===== config.mk =====
export PLATFORM = sky130hd
export DESIGN_NAME = pmem_fetch_mux
export DESIGN_NICKNAME = d
export VERILOG_FILES = /design/src/rtl/pmem_fetch_mux.sv
export SDC_FILE = /design/constraint.sdc
export NUM_CORES = 1
export LEC_CHECK = 0
export CORE_MARGIN = 4
export CORE_UTILIZATION = 48
export CTS_CLUSTER_DIAMETER = 100
export DETAILED_ROUTE_END_ITERATION = 8
export HOLD_SLACK_MARGIN = 0.05
export MAX_ROUTING_LAYER = met4
export PLACE_DENSITY_LB_ADDON = 0.08
export SETUP_SLACK_MARGIN = 0.2
export SYNTH_ARGS = -nofsm -noshare
export SYNTH_HDL_FRONTEND = slang
export SYNTH_SLANG_ARGS = --single-unit

===== constraint.sdc =====
create_clock -name clk -period 3.65 [get_ports clk]
set_clock_uncertainty 0.1 [all_clocks]
set_input_delay 0.5475 -clock clk [delete_from_list [all_inputs] [get_ports clk]]
set_output_delay 0.5475 -clock clk [all_outputs]
set_load 0.05 [all_outputs]

===== src/rtl/pmem_fetch_mux.sv =====
module pmem_fetch_mux #(
  parameter int ADDR_W     = 11,
  parameter int BUS_W      = 8,
  parameter int INSTR_CLKS = 8
) (
  input  logic              clk,
  input  logic              rst_n,
  input  logic [ADDR_W-1:0] fetch_addr,
  input  logic              fetch_req,
  output logic              phase,
  output logic [ADDR_W-BUS_W-1:0] addr_hi,
  output logic [BUS_W-1:0]  bus_out,
  output logic              bus_oe,
  input  logic [BUS_W-1:0]  bus_in,
  output logic [BUS_W-1:0]  lat_addr,
  output logic [BUS_W-1:0]  instr_data,
  output logic              instr_valid
);
  localparam int HALF  = INSTR_CLKS / 2;
  localparam int CNT_W = $clog2(INSTR_CLKS);

  logic [CNT_W-1:0]  cnt;
  logic [ADDR_W-1:0] req_addr, cur_addr;
  logic [BUS_W-1:0]  lat_q, data_q;
  logic              valid_q;

  wire last  = (cnt == CNT_W'(INSTR_CLKS - 1));
  wire fall  = (cnt == CNT_W'(HALF - 1));
  wire [ADDR_W-1:0] next_addr = fetch_req ? fetch_addr : req_addr;

  initial assert (INSTR_CLKS >= 4 && INSTR_CLKS % 2 == 0)
    else $error("INSTR_CLKS must be even and >= 4");

  always_ff @(posedge clk) begin
    if (!rst_n) begin
      cnt      <= '0;
      req_addr <= '0;
      cur_addr <= '0;
      lat_q    <= '0;
      data_q   <= '0;
      valid_q  <= 1'b0;
    end else begin
      cnt     <= last ? '0 : cnt + 1'b1;
      valid_q <= last;
      if (fetch_req) req_addr <= fetch_addr;
      if (last) begin
        cur_addr <= next_addr;
        data_q   <= bus_in;
      end
      if (fall) lat_q <= cur_addr[BUS_W-1:0];
    end
  end

  assign phase       = (cnt < CNT_W'(HALF));
  assign bus_oe      = (cnt < CNT_W'(HALF - 1));
  assign bus_out     = bus_oe ? cur_addr[BUS_W-1:0] : '0;
  assign addr_hi     = cur_addr[ADDR_W-1:BUS_W];
  assign lat_addr    = lat_q;
  assign instr_data  = data_q;
  assign instr_valid = valid_q;

  // the block never drives the bus in the data half
  p_oe_in_addr_half_r3: assert property (@(posedge clk) disable iff (!rst_n)
    bus_oe |-> phase);

  // enable is already low on the clock before phase falls
  p_oe_low_before_fall_r3: assert property (@(posedge clk) disable iff (!rst_n)
    $fell(phase) |-> $past(!bus_oe));

  // upper bits hold through the data half
  p_hi_stable_r4: assert property (@(posedge clk) disable iff (!rst_n)
    !phase |-> $stable(addr_hi));

  // latched low byte holds through the data half
  p_lat_hold_r5: assert property (@(posedge clk) disable iff (!rst_n)
    (!phase && $past(!phase)) |-> $stable(lat_addr));

  // valid is a single-clock pulse
  p_valid_pulse_r6: assert property (@(posedge clk) disable iff (!rst_n)
    instr_valid |=> !instr_valid);

  // valid coincides with the return to the address half
  p_valid_on_rise_r6: assert property (@(posedge clk) disable iff (!rst_n)
    $rose(phase) |-> instr_valid);
endmodule


# == Word-level counts from Yosys, hierarchy flattened ==
# Cells that the tools add are included.
# word_totals
ff_bits,42
# op_classes
addsub,1
n_lt_le_gt_ge,2
n_eq_ne,2
n_mux,2
bitwise_logic,1
n_reduce_logical,1
# ops
cell,count
$mux W11,1
$mux W8,1
$add A3 B1 Y3 const B,1
$eq A3 B2 Y1 const B,1
$eq A3 B3 Y1 const B,1
$lt A3 B2 Y1 const B,1
$lt A3 B3 Y1 const B,1
$reduce_or A2 Y1,1
$not A1 Y1,1

# == Logic depth before layout (Yosys ltp) ==
# logic_depth
depth_word,2
mapped_depth,6

# == Worst setup path before layout ==
# OpenSTA, ideal clock, no wires.
# synth_timing
kind,register to output
start,reg cnt[1]
end,out bus_out[0]
arrival_ns,1.431
path_slack_ns,1.572
stages_incl_launch_ff,3
cell_sequence,dfxtp_1 -> a21oi_2 -> and2_1
# synth_via
elab_chain_cells,2
# synth_rtl
element,line_no,source
start: declaration,22,logic [CNT_W-1:0] cnt;
start signal: assignment,43,cnt <= last ? '0 : cnt + 1'b1;
$lt A3 B2 Y1,55,assign bus_oe = (cnt < CNT_W'(HALF - 1));
via bus_oe,13,"output logic bus_oe,"
$mux W8,56,assign bus_out = bus_oe ? cur_addr[BUS_W-1:0] : '0;
end: declaration,12,"output logic [BUS_W-1:0] bus_out,"
# The timed path passes the listed nets, and every way through them passes these cells.

# == Worst setup path in the final report ==
# layout_timing
start,reg cnt[0]
end,out bus_out[2]
# layout_via
elab_chain_cells,2
# layout_rtl
element,line_no
$lt A3 B2 Y1,55
$mux W8,56
# Every way passes these cells.

==> reports/results.ini <==
[outcome]
status=complete, no violations

[placed_design]
dpl.cell_count=232
placed_cell_area_sq_um=2083
pre_cts_slack_ps=1335
place_hpwl_um=2304
portBuffers=51
gp_congestion=0.7325

[clock_tree]
ctsHoldBuffers=0
cts_tree=built
post_cts_buffers=0
cts_sinks=42
insertion_delay_ps=340
cts-root-buf=clkbuf_4
clockBufferDepth=2
cts_resized=0
cts_buffers=5
clk_pin_slew_worst_paths_ps=110
h-tree-depth=2

[timing]
period_share_pct=71.48
hold_viol_final=0
report.final.slew_viol_count=0
max_freq_ghz=0.3833
slew_headroom_pct=24.35
fin_ws_ps=1041
tns_ps=0
post-route-min-period_ps=2609
hold_ws_ps=380.1
rsz0062_at_grt=false
tightest_slew_ps=1135
setup_viol=0

[floorplan]
dieArea_sq_um=4351
die_h_um=65.97
io-pin-count=52
start_util_pct=51.56
rows=20
coreArea_sq_um=3128
die_w_um=65.97

[critical_path]
arrival_ps=1960
worstSetupPathType=flop to output port
critPathMaxFanout=9
cp-start-kind=flop
cp-end-kind=output port
cp.required_ps=3000

[grt]
grt_max_degree=41
grt_pass1_vias=1160
grt-ovfl-total=0
antenna_found_initial=0
grt_usage_pct=16.29
grt_pass1_wl_um=5257

[power]
powerDensity_nw_per_um2=367.8
finalPower_mw=0.7898
power_leakage_nw=0.7902
vdd_ir_drop_max_mv=0.2375

[synth]
synth_cell_types=15
synth_fp_nets=175
synth_area_sq_um=1613
synthAdderAreaFrac_pct=2.327
synth.avg_cell_area_sq_um=10.75
synth_top_family_by_area=multiplexers
synth_compound_area_share_pct=7.370
synthCells=150
ys_warn_count=0
ys_ff_latch=42
seq_area_frac_synth_pct=52.13
synth_top_area_share_pct=52.13
synthTopCellsByArea=dfxtp_1, mux2i_1, nor2b_1
synthSimpleGateAreaFrac_pct=15.05
synthXorXnorAreaFrac_pct=0
synth_largest_area_cell=dfxtp_1
synth.area.mux_share_pct=16.76

[cells_and_area]
multi_input_area_sq_um=669.4
drive_above_1_share_pct=4.592
fin_nets=220
seqCellArea_sq_um=840.8
final_cell_area_sq_um=2147
diodes=0
nFillCells=265
fin_util_pct=68.64
finalNonFillerCells=240
syn_to_final_growth_pct=33.13

[routing]
post_drt_wl_per_cell_um=13.00
num_vias=1149
drtAntennaViolNets=0
routed_via_density=4.788
first_iter_violations=46
drc=0
dr.pass1.iters=4
finalWirelength_um=3121

[run]
drv_cap=0

[worst_hold_path]
hold_class=flop to flop

==> final timing paths <==
path	cells past startpoint	start	slack [ps]	end
worst max-delay path	3	cnt[0]	1040	bus_out[2]
worst min-delay path	1	cnt[0]	380	cnt[0]
worst max register to register	4	cnt[0]	1550	cur_addr[0]
worst min register to register	1	cnt[0]	380	cnt[0]
==> worst max-delay path, cell delays in order (launching register included) <==
cell and delay [ps]:
dfxtp_1 350, a21oi_2 300, and2_1 180, clkdlybuf4s50_1 800
==> cell usage in the layout (no fill, tap or decap), drive strengths merged <==
cell type      netlist  final
nand2b               1      1
o21ai               11     11
mux2i               27     27
inv                  2      2
clkinv               0      1
ha                   3      3
a21oi               12     12
clkinvlp             0      1
clkbuf               5      6
nor2b               27     27
and2                 9      9
nor2                 3      3
clkdlybuf4s50        0     51
dfxtp               42     42
==> cell usage after synthesis, drive strengths merged <==
cell	n
inv	2
nand2b	1
clkbuf	5
buf	8
nor2	3
and2	9
dfxtp	42
mux2i	27
ha	3
o21ai	11
a21oi	12
nor2b	27
==> logic make-up (layout without fill, tap and decap cells) <==
kind of cell,after synthesis,after routing
buffers and inverters,15,61
AOI/OAI and AO/OA,23,23
and+or+nand+nor,40,40
adders and majority gates,3,3
muxes,27,27
DFF,42,42
==> final cells by class <==
| cell class | instances | area share (%) |
|---|---|---|
| Clock buffer | 6 | 2.389 |
| Timing Repair Buffer | 51 | 23.78 |
| Inverter | 2 | 0.3497 |
| Clock inverter | 2 | 0.5828 |
| Sequential cell | 42 | 39.16 |
| Tap cell | 44 | 2.564 |
| Multi-Input combinational cell | 93 | 31.18 |
==> layer usage <==
layer | vias to the layer above | routed length [um] | track usage, %
li1 | 579 | - | -
met1 | 525 | 1283 | 17.05
met2 | 43 | 1568 | 28.29
met3 | 2 | 256 | 6.803
met4 | 0 | 12 | 4.315
met5 | - | 0 | -
==> sequential cells by signal, indices dropped and copies added (netlist names) <==
register / count
lat_addr: 8
cnt: 3
req_addr: 11
cur_addr: 11
instr_data: 8
instr_valid: 1
==> power breakdown <==
part	leakage (nW)	internal (mW)	switching, mW
clock network	0.0343	0.0927	0.139
registers	0.341	0.470	0.00524
logic	0.415	0.0437	0.0398
total	0.790	0.606	0.184
No activity file was read; power rests on OpenSTA's default activity.
